File: src/rtl/coh_txn_tracker.sv
module coh_txn_tracker #(
  parameter int SLOTS  = 4,
  parameter int LINE_W = 16,
  parameter int CNT_W  = 4,
  parameter int SRC_W  = 4,
  parameter int DEPTH  = 4,
  localparam int IDX_W = $clog2(SLOTS),
  localparam int PTR_W = $clog2(DEPTH)
) (
  input  logic              clk,
  input  logic              rst_n,
  input  logic              alloc_valid,
  input  logic [1:0]        alloc_kind,
  input  logic [LINE_W-1:0] alloc_line,
  input  logic [CNT_W-1:0]  alloc_count,
  output logic              alloc_full,
  output logic [IDX_W-1:0]  alloc_idx,
  input  logic              ack_valid,
  input  logic [IDX_W-1:0]  ack_idx,
  output logic              ack_ready,
  input  logic              cln_valid,
  input  logic [LINE_W-1:0] cln_line,
  input  logic [SRC_W-1:0]  cln_src,
  output logic              cln_ready,
  output logic              done_valid,
  output logic [IDX_W-1:0]  done_idx,
  output logic [LINE_W-1:0] done_line,
  output logic [1:0]        done_kind,
  output logic              clack_valid,
  output logic [SRC_W-1:0]  clack_src,
  input  logic              clack_ready
);
  localparam logic [1:0] K_UPD = 2'd0;

  logic [SLOTS-1:0]  vld;
  logic [1:0]        kind [SLOTS];
  logic [LINE_W-1:0] line [SLOTS];
  logic [CNT_W-1:0]  cnt  [SLOTS];

  logic             free_hit, cl_hit;
  logic [IDX_W-1:0] free_idx, cl_idx;

  always_comb begin
    free_hit = 1'b0;
    free_idx = '0;
    cl_hit   = 1'b0;
    cl_idx   = '0;
    for (int i = SLOTS - 1; i >= 0; i--) begin
      if (!vld[i]) begin
        free_hit = 1'b1;
        free_idx = IDX_W'(i);
      end
      if (vld[i] && kind[i] != K_UPD && line[i] == cln_line) begin
        cl_hit = 1'b1;
        cl_idx = IDX_W'(i);
      end
    end
  end

  assign alloc_full = !free_hit;
  assign alloc_idx  = free_idx;
  assign ack_ready  = !cln_valid;

  wire alloc_fire = alloc_valid && free_hit;
  wire ack_fire   = ack_valid && ack_ready && vld[ack_idx] && kind[ack_idx] == K_UPD;
  wire cln_fire   = cln_valid && cln_ready;
  wire cln_match  = cln_fire && cl_hit;
  wire cln_done   = cln_match && cnt[cl_idx] == CNT_W'(1);
  wire ack_done   = ack_fire && cnt[ack_idx] == CNT_W'(1);

  assign done_valid = cln_done || ack_done;
  assign done_idx   = cln_done ? cl_idx : ack_idx;
  assign done_line  = line[done_idx];
  assign done_kind  = kind[done_idx];

  always_ff @(posedge clk) begin
    if (!rst_n) begin
      vld <= '0;
      for (int i = 0; i < SLOTS; i++) begin
        kind[i] <= '0;
        line[i] <= '0;
        cnt[i]  <= '0;
      end
    end else begin
      if (alloc_fire) begin
        vld[free_idx]  <= 1'b1;
        kind[free_idx] <= alloc_kind;
        line[free_idx] <= alloc_line;
        cnt[free_idx]  <= alloc_count;
      end
      if (cln_match) begin
        if (cln_done) vld[cl_idx] <= 1'b0;
        else          cnt[cl_idx] <= cnt[cl_idx] - CNT_W'(1);
      end
      if (ack_fire) begin
        if (ack_done) vld[ack_idx] <= 1'b0;
        else          cnt[ack_idx] <= cnt[ack_idx] - CNT_W'(1);
      end
    end
  end

  // cleanup-acknowledge queue
  logic [SRC_W-1:0] fq [DEPTH];
  logic [PTR_W-1:0] wp, rp;
  logic [PTR_W:0]   fcnt;
  wire pop = clack_valid && clack_ready;

  assign cln_ready   = fcnt != (PTR_W+1)'(DEPTH);
  assign clack_valid = fcnt != '0;
  assign clack_src   = fq[rp];

  always_ff @(posedge clk) begin
    if (!rst_n) begin
      wp   <= '0;
      rp   <= '0;
      fcnt <= '0;
      for (int i = 0; i < DEPTH; i++) fq[i] <= '0;
    end else begin
      if (cln_fire) begin
        fq[wp] <= cln_src;
        wp     <= wp + PTR_W'(1);
      end
      if (pop) rp <= rp + PTR_W'(1);
      fcnt <= fcnt + (PTR_W+1)'(cln_fire) - (PTR_W+1)'(pop);
    end
  end

  p_alloc_takes_r1: assert property (@(posedge clk) disable iff (!rst_n)
    alloc_valid && !alloc_full |=> vld[$past(alloc_idx)]);
  p_done_frees_r3: assert property (@(posedge clk) disable iff (!rst_n)
    done_valid |=> !vld[$past(done_idx)]);
  p_clack_follows_r7: assert property (@(posedge clk) disable iff (!rst_n)
    cln_valid && cln_ready |=> clack_valid);
  p_clack_hold_r8: assert property (@(posedge clk) disable iff (!rst_n)
    clack_valid && !clack_ready |=> clack_valid && $stable(clack_src));
  p_no_overflow_r8: assert property (@(posedge clk) disable iff (!rst_n)
    fcnt <= (PTR_W+1)'(DEPTH));
  p_arb_r9: assert property (@(posedge clk) disable iff (!rst_n)
    ack_valid && cln_valid |=> !$past(ack_ready));

  for (genvar g = 0; g < SLOTS; g++) begin : g_cnt_chk
    p_live_count_r5: assert property (@(posedge clk) disable iff (!rst_n)
      vld[g] |-> cnt[g] != '0);
  end
endmodule

File: config.mk
export PLATFORM = sky130hd
export DESIGN_NAME = coh_txn_tracker
export DESIGN_NICKNAME = d
export VERILOG_FILES = /design/src/rtl/coh_txn_tracker.sv
export SDC_FILE = /design/constraint.sdc
export NUM_CORES = 1
export LEC_CHECK = 0
export BUFFER_PORTS_ARGS = -buffer_cell sky130_fd_sc_hd__buf_4
export CAP_MARGIN = 20
export CORE_MARGIN = 2
export CORE_UTILIZATION = 53
export DETAILED_ROUTE_END_ITERATION = 10
export HOLD_SLACK_MARGIN = 0.03
export MAX_ROUTING_LAYER = met4
export PLACE_DENSITY_LB_ADDON = 0.1
export SLEW_MARGIN = 15
export SYNTH_ARGS = -nofsm -noshare
export SYNTH_HDL_FRONTEND = slang
export SYNTH_SLANG_ARGS = --single-unit
File: constraint.sdc
create_clock -name clk -period 3.46 [get_ports clk]
set_clock_uncertainty 0.05 [all_clocks]
set_input_delay 0.346 -clock clk [delete_from_list [all_inputs] [get_ports clk]]
set_output_delay 0.346 -clock clk [all_outputs]
set_load 0.01 [all_outputs]
Word-level counts from Yosys, hierarchy flattened:

Memory sizes are Yosys's and may differ from the RTL's. A register that Yosys moved wholly into a read port is not among the register bits.
Cells that the tools add are included.

* flip-flop bits (word level): 11
* memory bits (writable): 104
* input port bits: 50
* output and inout port bits: 31
* memories: 4

Memories
* line: words 4, width 16, read ports 5, clocked after Yosys merged registers in 0, write ports 4, RTL line 37 `logic [LINE_W-1:0] line [SLOTS];`
* cnt: words 4, width 4, read ports 2, clocked after Yosys merged registers in 0, write ports 4, RTL line 38 `logic [CNT_W-1:0] cnt [SLOTS];`
* fq: words 4, width 4, read ports 1, clocked after Yosys merged registers in 1, write ports 4, RTL line 103 `logic [SRC_W-1:0] fq [DEPTH];`
* kind: words 4, width 2, read ports 6, clocked after Yosys merged registers in 0, write ports 4, RTL line 36 `logic [1:0] kind [SLOTS];`

* add/subtract/negate cells: 6
* magnitude comparators: 6
* equality and inequality tests: 7
* mux-type cells: 67
* bitwise logic cells: 5
* reduce and logical (&&, ||, !) cells: 35

Operators with widths (number)
* $eq A16 B16 Y1: 4
* $mux W4: 11
* $mux W2: 18
* $mux W1: 33
* $logic_and A1 B1 Y1: 20
* $mux W16: 1
* $reduce_or A16 Y1: 1
* $reduce_or A4 Y1: 4
* $lt A2 B3 Y1 const B: 3
* $and A4 B4 Y4: 2
* $eq A4 B1 Y1 const B: 2
* $not A4 Y4: 2
* $reduce_bool A2 Y1: 4
* $sub A4 B1 Y4 const B: 2
* $demux W1 S2: 3
* $ge A2 B1 Y1 const B: 3
* $add A2 B1 Y2 const B: 2
* $or A4 B4 Y4: 1
* $add A3 B1 Y3: 1
* $ne A3 B3 Y1 const B: 1
* $reduce_bool A3 Y1: 1
* $sub A3 B1 Y3: 1
* $bmux W1 S2: 1
* $logic_not A1 Y1: 2
* other kinds (3): 3

Logic depth before layout (Yosys ltp):

Gate-level depths: netlist (run 1).

* depth after elaboration: 19
* mapped depth: 16
* mapped depth without buffers: 14

Least setup slack after synthesis (run 1):

OpenSTA, ideal clock, no wires.

* kind: register to output
* start point: mem line[1][13]
* end point: out done_kind[0]
* arrival: 3556 ps
* slack: -492 ps
* cell stages (with the launch flop): 16
* cell sequence: edfxtp_1 xor2_1 or4_1 nor4b_1 nand3_1 a21bo_1 a21boi_0 ha_1 nand2_1 nor4_1 and3_1 a21oi_4 inv_2 clkbuf_1 nand2_1 a32oi_1

RTL lines
* start: declaration: RTL line 37
* end: declaration: RTL line 28 `output logic [1:0] done_kind,`

==> reports/metrics.yaml, run 1 <==
timing:
  hold_viol_final: 0
  finalCritPeriodShare: 1.33
  setup_slack_ps: -1150
  max_slew_violation_count: 0
  max_slew.worst_pin.slew_ps: 1090
  max_freq_mhz: 217
  min_period_ps: 4610
  final-setup-viol-count: 23
  rel_slew_slack: 0.275
  rsz0062_at_grt: "yes"
logic_synthesis:
  yosys_register_bits: 117
  synth.cell_area_um2: 6970
  synth-main-ff-cell: "sky130_fd_sc_hd__edfxtp_1"
  netlist-cell-type-count: 60
  asyncSetResetFlopFracSynth: 0
  synth_sequential_area_ratio: 0.485
  synth-edff-count: 104
  mean_post_synth_cell_area_um2: 10.2
  syn_nets: 741
  synth_cells: 684
  synthesis.yosys.warnings: 0
detailed_routing:
  final_antenna_net_count: 0
  routed_wire_length_per_instance_um: 22.2
  dr.pass1.iters: 5
  drt_wl_total_um: 23700
  detailedRoute.firstIterationViolations: 584
  route.detailed.vias_per_inst: 5.97
  drc_errors: 0
  route.vias.total: 6371
global_routing:
  gr-usage-met1: 0.415
  global_route.usage.met2: 0.582
  grt_start_max_net_pins: 27
  globalRouteTotalUtil: 0.357
  met3_usage: 0.0724
  grt_antenna_before_repair: 0
  grt_pass1_vias: 6576
  grt_overflow_total: 0
  busiest_layer: "met2"
  grt_first_pass_wirelength_um: 36600
power:
  pwr-share-clk: 0.394
  leakage_power_of_the_design_uw: 0.00396
  power.ir.vdd_worst_mv: 0.387
  power.density_cell_area_nw_per_um2: 451
  power.switching_uw: 1220
  seqPwrFrac: 0.396
  netSwitchingFraction: 0.274
  p_comb_frac: 0.210
  cell_internal_pwr_uw: 3240
cells_and_area:
  layout.cells.most_common_list: "sky130_fd_sc_hd__buf_4, sky130_fd_sc_hd__edfxtp_1, sky130_fd_sc_hd__and2_1"
  number_of_inserted_filler_cells_in_the_final_layout: 877
  layout.cell_area.non_filler_um2: 9900
  stdcell_count: 1067
  share_of_post_route_cells_with_drive_strength_above_1: 0.369
  nets_finish: 939
  mostFrequentLayoutCell: "sky130_fd_sc_hd__buf_4"
  area_delta_synth_final_pct: 42.1
worst_setup_path:
  crit_path_max_fanout: 8
  timing.critical_path.cells: "xor2_1 > nor3_1 > nand2_1 > o311ai_2 > a311o_1 > a21boi_2 > ha_4 > nand2_4 > a311oi_2 > nand3_2 > a21oi_4 > buf_12 > buf_8 > a21oi_1 > a32oi_2 > buf_4"
  critical_path_buf_inv_count: 3
  worst_path_max_delay_cell: "sky130_fd_sc_hd__edfxtp_1"
  cpLargestDelayFamily: "compound AO/OA/AOI/OAI gates"
  critical_path_class: "flip-flop to output pin"
  crit_path_end_kind: "output pin"
  cp_data_arrival_time_ps: 4220
  setup.worst_path.start_class: "flip-flop"
  cp.required_ps: 3060
  critPathMaxStageDelay_ps: 420
place:
  place.detailed.hpwl_um: 16600
  dp.cells: 1018
  gp_routability_congestion: 0.966
  port-buffer-count: 80
  placed_cell_area_um2: 8740
clock_tree:
  path_clk_slew_ps: 60
  cts_sinks: 117
  clk_path_buf_depth: 2
  htree_num_levels: 4
  ctsRootBufferMaster: "sky130_fd_sc_hd__clkbuf_16"
  cts_tree: "done"
  tritoncts_buffer_count: 17
  skew_pair_late_insertion_delay_ps: 440
  ctsHoldBuffers: 0
die:
  placeableCoreArea_um2: 12700
  placementRows: 41
  die_h_um: 119
  floorplan.initialDensity: 0.548
  die_w_um: 119
  area_of_the_die_um2: 14100
  pin_count: 81
min_path:
  hold_path.class: "input pin to flip-flop"
status:
  outcome: "complete, but fails checks"
  failed_checks: "setup timing"
flow_run:
  drv_cap: 0
==> sequential cells by signal, indices dropped and copies added (netlist names), named ones only <==
register and cells:
rp 2, fcnt 3, line 64, fq 16, kind 8, vld 4, cnt 16, wp 2
==> final timing paths <==
kind / startpoint / end / slack, ps / cells past startpoint
hold / removal: alloc_line[15] / line[3][15] / 160 / 2
setup / recovery: line[2][3] / done_line[14] / -1150 / 16
hold reg to reg: rp[1] / rp[1] / 560 / 2
setup reg to reg: line[3][4] / cnt[2][2] / 0 / 13
==> timing repair <==
item	CTS	global route
endpoints found under the setup margin	51	55
gates cloned	6	0
pin swaps	25	21
resized for setup	63	27
setup buffers	9	4
endpoints found under the hold margin	0	0
==> power by group through the flow <==
stage / combinational (µW) / sequential [µW] / clock, µW
after floorplan: 478 / 1750 / 0
after detailed placement: 844 / 1790 / 0
final: 938 / 1770 / 1760
after global routing: 1010 / 1780 / 1820
after global placement: 817 / 1790 / 0
after CTS: 916 / 1770 / 1760
==> stage by stage <==
stage,power [µW],worst slack (ps),util,setup TNS (ps),hold slack (ps)
2_1_floorplan,2230,-191,-,-3250,483
3_3_place_gp,2600,-670,0.687,-14320,521
3_5_place_dp,2640,-873,0.687,-20790,555
4_1_cts,4440,-1160,0.766,-22080,160
5_1_grt,4620,-1320,0.778,-28010,162
6_report,4470,-1150,0.778,-22050,157
==> per-layer routing <==
layer | up-vias | routed length (µm)
li1 | 2869 | -
met1 | 3097 | 9180
met2 | 314 | 11800
met3 | 91 | 1420
met4 | 0 | 1300
met5 | - | 0
==> Yosys cell counts (4+ instances only) <==
library cell                 n  area [µm²]
sky130_fd_sc_hd__xor2_1     45         394
sky130_fd_sc_hd__edfxtp_1  104        3120
sky130_fd_sc_hd__inv_1      22        82.6
sky130_fd_sc_hd__nand3_1    14        70.1
sky130_fd_sc_hd__or3_1       4        25.0
sky130_fd_sc_hd__dfxtp_1    13         260
sky130_fd_sc_hd__nor4_1     12        75.1
sky130_fd_sc_hd__o311ai_0    6        52.6
sky130_fd_sc_hd__ha_1        6        75.1
sky130_fd_sc_hd__a32oi_1    20         175
sky130_fd_sc_hd__mux2i_1     7        70.1
sky130_fd_sc_hd__nand2b_1    7        43.8
sky130_fd_sc_hd__nor3_1     20         100
sky130_fd_sc_hd__or4_1       4        30.0
sky130_fd_sc_hd__nor2b_1     4        25.0
sky130_fd_sc_hd__nor3b_1     5        37.5
sky130_fd_sc_hd__nand2_1   100         375
sky130_fd_sc_hd__nand4_1    12        75.1
sky130_fd_sc_hd__nor2_1     29         109
sky130_fd_sc_hd__mux4_2      9         203
sky130_fd_sc_hd__a21boi_0    4        30.0
sky130_fd_sc_hd__clkbuf_1   18        67.6
sky130_fd_sc_hd__o21ai_0    25         125
sky130_fd_sc_hd__a21oi_1    24         120
sky130_fd_sc_hd__and3_1      5        31.3
sky130_fd_sc_hd__buf_2       7        35.0
sky130_fd_sc_hd__and2_1     85         532
sky130_fd_sc_hd__xnor2_1    27         236
sky130_fd_sc_hd__a31oi_1     4        25.0
==> cell families after synthesis <==
kind of cell | share of synthesized area
simple gates | 0.234
flops | 0.485
compound gates | 0.103
xor+xnor | 0.0905
buf+inv | 0.0309
mux | 0.0424
fa+ha+maj | 0.0136
==> final cells by class <==
cell class | instances | area (µm²) | area share
tap | 172 | 215 | 0.0217
inverter | 25 | 104 | 0.0105
sequential | 117 | 3380 | 0.342
clock buffer | 21 | 440 | 0.0445
multi-input combinational | 513 | 3850 | 0.389
antenna | 1 | 2.50 | 0.000253
timing repair buffer | 208 | 1780 | 0.179
clock inverter | 10 | 133 | 0.0134
Power figures use the tool's default switching activity.
==> run 2: changes to the inputs <==
--- a/config.mk
+++ b/config.mk
@@ -8,7 +8,8 @@
 export BUFFER_PORTS_ARGS = -buffer_cell sky130_fd_sc_hd__buf_4
 export CAP_MARGIN = 20
 export CORE_MARGIN = 2
-export CORE_UTILIZATION = 53
+export CORE_UTILIZATION = 55
+export CTS_BUF_LIST = sky130_fd_sc_hd__clkbuf_4 sky130_fd_sc_hd__clkbuf_8
 export DETAILED_ROUTE_END_ITERATION = 10
 export HOLD_SLACK_MARGIN = 0.03
 export MAX_ROUTING_LAYER = met4
==> reports/metrics.yaml, run 2 (synthesis gave the netlist of run 1 again) <==
cells_and_area:
  top_register: "line"
  layout.cell_area.non_filler_um2: 9590
  number_of_inserted_filler_cells_in_the_final_layout: 913
  largest_reg_flops: 64
  nets_finish: 953
  stdcell_count: 1081
  mostFrequentLayoutCell: "sky130_fd_sc_hd__buf_4"
  layout.cells.most_common_list: "sky130_fd_sc_hd__buf_4, sky130_fd_sc_hd__edfxtp_1, sky130_fd_sc_hd__nand2_1"
  reg.largest.list: "line: 64 flops, cnt: 16 flops, fq: 16 flops"
  area_delta_synth_final_pct: 37.6
  number_of_antenna_cells_inserted: 0
  share_of_post_route_cells_with_drive_strength_above_1: 0.364
min_path:
  hold_path.class: "input pin to flip-flop"
worst_setup_path:
  cp_data_arrival_time_ps: 4260
  critical_path_class: "flip-flop to output pin"
  crit_path_end_kind: "output pin"
  crit_path_max_fanout: 9
  cp.required_ps: 3060
  setup.worst_path.start_class: "flip-flop"
global_routing:
  grt_overflow_total: 0
  grt_antenna_before_repair: 0
  grt_pass1_vias: 6123
  globalRouteTotalUtil: 0.347
  grt_first_pass_wirelength_um: 33200
  grt_start_max_net_pins: 28
detailed_routing:
  dr.pass1.iters: 7
  detailedRoute.firstIterationViolations: 659
  final_antenna_net_count: 0
  routed_wire_length_per_instance_um: 20.8
  drt_wl_total_um: 22500
  drc_errors: 0
  route.vias.total: 6236
  route.detailed.vias_per_inst: 5.77
timing:
  rel_slew_slack: 0.356
  rsz0062_at_grt: "yes"
  max_slew_violation_count: 0
  hold_viol_final: 0
  finalCritPeriodShare: 1.34
  max_slew.worst_pin.slew_ps: 962
  max_freq_mhz: 215
  final-setup-viol-count: 22
  setup-tns-final_ps: -22610
  setup_slack_ps: -1190
  min_period_ps: 4650
power:
  seqPwrFrac: 0.441
  power.ir.vdd_worst_mv: 0.388
  leakage_power_of_the_design_uw: 0.00386
  pwr-share-clk: 0.327
  power.switching_uw: 1220
  p_comb_frac: 0.231
  cell_internal_pwr_uw: 2770
  netSwitchingFraction: 0.306
  power.density_cell_area_nw_per_um2: 416
  total_power_uw: 3990
place:
  place.detailed.hpwl_um: 16500
  dp.cells: 1036
  port-buffer-count: 80
  gp_routability_congestion: 1.00
  placed_cell_area_um2: 8890
status:
  failed_checks: "setup timing"
  outcome: "complete, but fails checks"
clock_tree:
  htree_num_levels: 4
  path_clk_slew_ps: 80
  ctsRootBufferMaster: "sky130_fd_sc_hd__clkbuf_8"
  tritoncts_buffer_count: 17
  cts_sinks: 117
  cts_tree: "done"
  ctsHoldBuffers: 0
  clk_path_buf_depth: 2
  skew_pair_late_insertion_delay_ps: 470
flow_run:
  drv_cap: 0
die:
  area_of_the_die_um2: 13600
  floorplan.initialDensity: 0.557
  die_h_um: 117
  placeableCoreArea_um2: 12500
  die_w_um: 117
  pin_count: 81
  placementRows: 41
run 2: final cells by class:
cell class | count | area (µm²) | area share
clock inverter | 15 | 170 | 0.0177
clock buffer | 17 | 234 | 0.0244
inverter | 25 | 93.8 | 0.00978
sequential | 117 | 3380 | 0.353
multi-input combinational | 513 | 3740 | 0.390
tap | 172 | 215 | 0.0224
timing repair buffer | 222 | 1750 | 0.183
run 2: layer usage:
metal,wire length (µm),GRT usage,vias up
li1,-,-,2893
met1,8760,0.406,2994
met2,11400,0.578,277
met3,1470,0.0675,72
met4,873,0.169,0
met5,0,-,-
run 2: worst paths after layout:
kind / startpoint / endpoint / slack (ps) / cells past startpoint
worst min register to register: rp[0] / rp[0] / 580 / 2
worst min-delay path: alloc_line[3] / line[3][3] / 130 / 2
worst max register to register: line[1][10] / cnt[3][2] / 0 / 14
worst max-delay path: line[2][10] / done_line[14] / -1190 / 17
run 2: through the flow:
step / hold slack [ps] / util / worst slack, ps
after global placement: 519 / 0.710 / -781
after global routing: 117 / 0.766 / -1290
after floorplan: 483 / - / -191
after detailed placement: 562 / 0.710 / -852
after CTS: 115 / 0.754 / -1150
final: 125 / 0.766 / -1190
run 2: repair_timing:
| item | in CTS | in global routing |
|---|---|---|
| buffers inserted | 5 | 5 |
| gates resized for setup | 17 | 27 |
| setup endpoints to repair | 55 | 49 |
| pin swaps | 9 | 18 |
| gates cloned | 3 | 0 |
run 2: power by group through the flow:
stage	registers, µW	clock network [µW]	logic [µW]
floorplan	1750	0	478
global placement	1780	0	839
finish	1760	1310	924
CTS	1760	1310	902
global route	1770	1370	992
detailed placement	1790	0	869
run 2: critical path, stage by stage (launching register included):
cell and delay, ps:
sky130_fd_sc_hd__edfxtp_1 420, sky130_fd_sc_hd__xor2_1 210, sky130_fd_sc_hd__nor4_1 350, sky130_fd_sc_hd__buf_4 190, sky130_fd_sc_hd__nand2_1 130, sky130_fd_sc_hd__o311ai_1 280, sky130_fd_sc_hd__a311o_1 260, sky130_fd_sc_hd__a21boi_4 230
sky130_fd_sc_hd__ha_4 160, sky130_fd_sc_hd__nand2_2 60, sky130_fd_sc_hd__a311oi_2 280, sky130_fd_sc_hd__nand3_2 180, sky130_fd_sc_hd__a21oi_4 250, sky130_fd_sc_hd__buf_4 160, sky130_fd_sc_hd__buf_12 140, sky130_fd_sc_hd__a21oi_1 90
sky130_fd_sc_hd__a32oi_2 230, sky130_fd_sc_hd__buf_4 160
==> run 3: changes to the inputs <==
==> constraint.sdc (replaced) <==
create_clock -name clk -period 5.74 [get_ports clk]
set_clock_uncertainty 0.05 [all_clocks]
set_input_delay 0.574 -clock clk [delete_from_list [all_inputs] [get_ports clk]]
set_output_delay 0.574 -clock clk [all_outputs]
set_load 0.01 [all_outputs]
==> reports/metrics.yaml, run 3 (synthesis gave the netlist of run 1 again) <==
global_routing:
  globalRouteTotalUtil: 0.304
  grt_overflow_total: 0
  grt_antenna_before_repair: 0
  grt_first_pass_wirelength_um: 29500
  grt_pass1_vias: 5391
  grt_start_max_net_pins: 38
power:
  power.density_cell_area_nw_per_um2: 282
  seqPwrFrac: 0.460
  power.switching_uw: 640
  p_comb_frac: 0.186
  leakage_power_of_the_design_uw: 0.00314
  power.ir.vdd_worst_mv: 0.200
  cell_internal_pwr_uw: 1670
  pwr-share-clk: 0.354
  netSwitchingFraction: 0.277
min_path:
  hold_path.class: "input pin to flip-flop"
cells_and_area:
  layout.cells.most_common_list: "sky130_fd_sc_hd__edfxtp_1, sky130_fd_sc_hd__nand2_1, sky130_fd_sc_hd__buf_4"
  area_delta_synth_final_pct: 17.9
  reg.largest.list: "line: 64 flops, cnt: 16 flops, fq: 16 flops"
  multiInputGateArea_um2: 3420
  sequential_cell_area_um2: 3380
  mostFrequentLayoutCell: "sky130_fd_sc_hd__edfxtp_1"
  largest_reg_flops: 64
  top_register: "line"
  number_of_inserted_filler_cells_in_the_final_layout: 1031
  share_of_post_route_cells_with_drive_strength_above_1: 0.192
  nets_finish: 821
  number_of_antenna_cells_inserted: 0
clock_tree:
  cts_sinks: 117
  cts_tree: "done"
  clk_path_buf_depth: 2
  cts_setup_buffers: 0
  ctsRootBufferMaster: "sky130_fd_sc_hd__clkbuf_8"
  ctsHoldBuffers: 0
  path_clk_slew_ps: 80
  skew_pair_late_insertion_delay_ps: 450
  htree_num_levels: 4
  tritoncts_buffer_count: 17
worst_setup_path:
  cp.required_ps: 5120
  setup.worst_path.start_class: "flip-flop"
  endpoint_of_the_most_critical_setup_path: "done_line[14]"
  crit_path_end_kind: "output pin"
  r2r_setup_slack_ps: 1790
  timing.reg2reg.worst_path_depth: 10
  critPathMaxStageDelay_ps: 540
  cp_data_arrival_time_ps: 4780
  worst_path_max_delay_cell: "sky130_fd_sc_hd__o311ai_0"
  reg2reg_from: "line[2][6]"
  timing.critical_path.cells: "xor2_1 > nor4_1 > nand2_1 > o311ai_0 > o221ai_1 > a31oi_1 > ha_1 > nand2_1 > a311oi_2 > nand3_2 > mux2i_4 > buf_4 > a21oi_1 > a32oi_1 > buf_4"
  crit_path_max_fanout: 37
  r2r-end: "cnt[3][1]"
  critical_path_class: "flip-flop to output pin"
  crit_path_start: "line[2][6]"
detailed_routing:
  route.detailed.vias_per_inst: 5.96
  final_antenna_net_count: 0
  drc_errors: 0
  routed_wire_length_per_instance_um: 20.2
  detailedRoute.firstIterationViolations: 505
  route.vias.total: 5660
  dr.pass1.iters: 7
  drt_wl_total_um: 19200
place:
  port-buffer-count: 80
  gp_routability_congestion: 0.998
  preCtsSetupSlack_ps: 522
  place.detailed.hpwl_um: 13900
die:
  floorplan.initialDensity: 0.557
  placementRows: 41
  pin_count: 81
  placeableCoreArea_um2: 12500
  die_h_um: 117
  area_of_the_die_um2: 13600
  die_w_um: 117
status:
  outcome: "finished clean"
flow_run:
  drv_cap: 0
timing:
  setup_slack_ps: 334
  finalCritPeriodShare: 0.942
  max_slew_violation_count: 0
  max_freq_mhz: 185
  final-setup-viol-count: 0
  rel_slew_slack: 0.231
  rsz0062_at_grt: "no"
  setup-tns-final_ps: 0
  min_period_ps: 5410
  max_slew.worst_pin.slew_ps: 1150
  hold_viol_final: 0
-- run 3: worst min path at each step --
stage / startpoint / end / slack (ps) / cells past startpoint
final: alloc_line[11] / line[2][11] / 370 / 2
after detailed placement: rp[1] / rp[1] / 530 / 2
after floorplan: rp[1] / flip-flop / 500 / 2
after global placement: rp[1] / rp[1] / 530 / 2
after CTS: alloc_line[11] / line[2][11] / 350 / 2
after global routing: alloc_line[13] / line[2][13] / 370 / 2
-- run 3: final cells by class --
cell class / count / share of cell area
Multi-Input combinational cell: 513 / 0.416
Sequential cell: 117 / 0.412
Timing Repair Buffer: 90 / 0.0827
Clock buffer: 18 / 0.0294
Tap cell: 172 / 0.0262
Clock inverter: 14 / 0.0225
Inverter: 25 / 0.0117
-- run 3: timing repair --
| action | in CTS | in global routing |
|---|---|---|
| endpoints found under the hold margin | 0 | 0 |
| gates resized for setup | 0 | 3 |
| setup endpoints to repair | 0 | 18 |
-- run 3: metal layers --
metal / vias up / GRT usage / share of wire
met5: - / - / 0
met4: 0 / 0.132 / 0.039
met3: 46 / 0.0509 / 0.063
met2: 252 / 0.481 / 0.48
met1: 2734 / 0.388 / 0.41
li1: 2628 / - / -
-- run 3: power groups by stage --
stage | sequential [µW] | combinational (µW) | clock (µW)
after global routing | 1070 | 471 | 859
final | 1060 | 431 | 820
after detailed placement | 1080 | 428 | 0
after CTS | 1060 | 430 | 827
after floorplan | 1060 | 271 | 0
after global placement | 1080 | 420 | 0
-- run 3: metrics by stage --
step / hold slack (ps) / power (µW) / util / instance area (µm²) / instances
after detailed placement: 529 / 1510 / 0.621 / 7770 / 916
after global placement: 526 / 1500 / 0.621 / 7770 / 916
after floorplan: 500 / 1330 / - / 6970 / 684
after CTS: 355 / 2320 / 0.655 / 8200 / 948
final: 372 / 2310 / 0.657 / 8220 / 949
after global routing: 373 / 2400 / 0.657 / 8220 / 949
-- run 3: worst max-delay path, delay by kind of cell, from the launching register on --
family	cells	cell delay, ps
AO/OA/AOI/OAI	6	1730
AND/OR/NAND/NOR	4	980
buffers and inverters	2	560
flip-flops	1	410
adder cells (fa/ha/maj)	1	290
multiplexers	1	190
XOR/XNOR	1	160
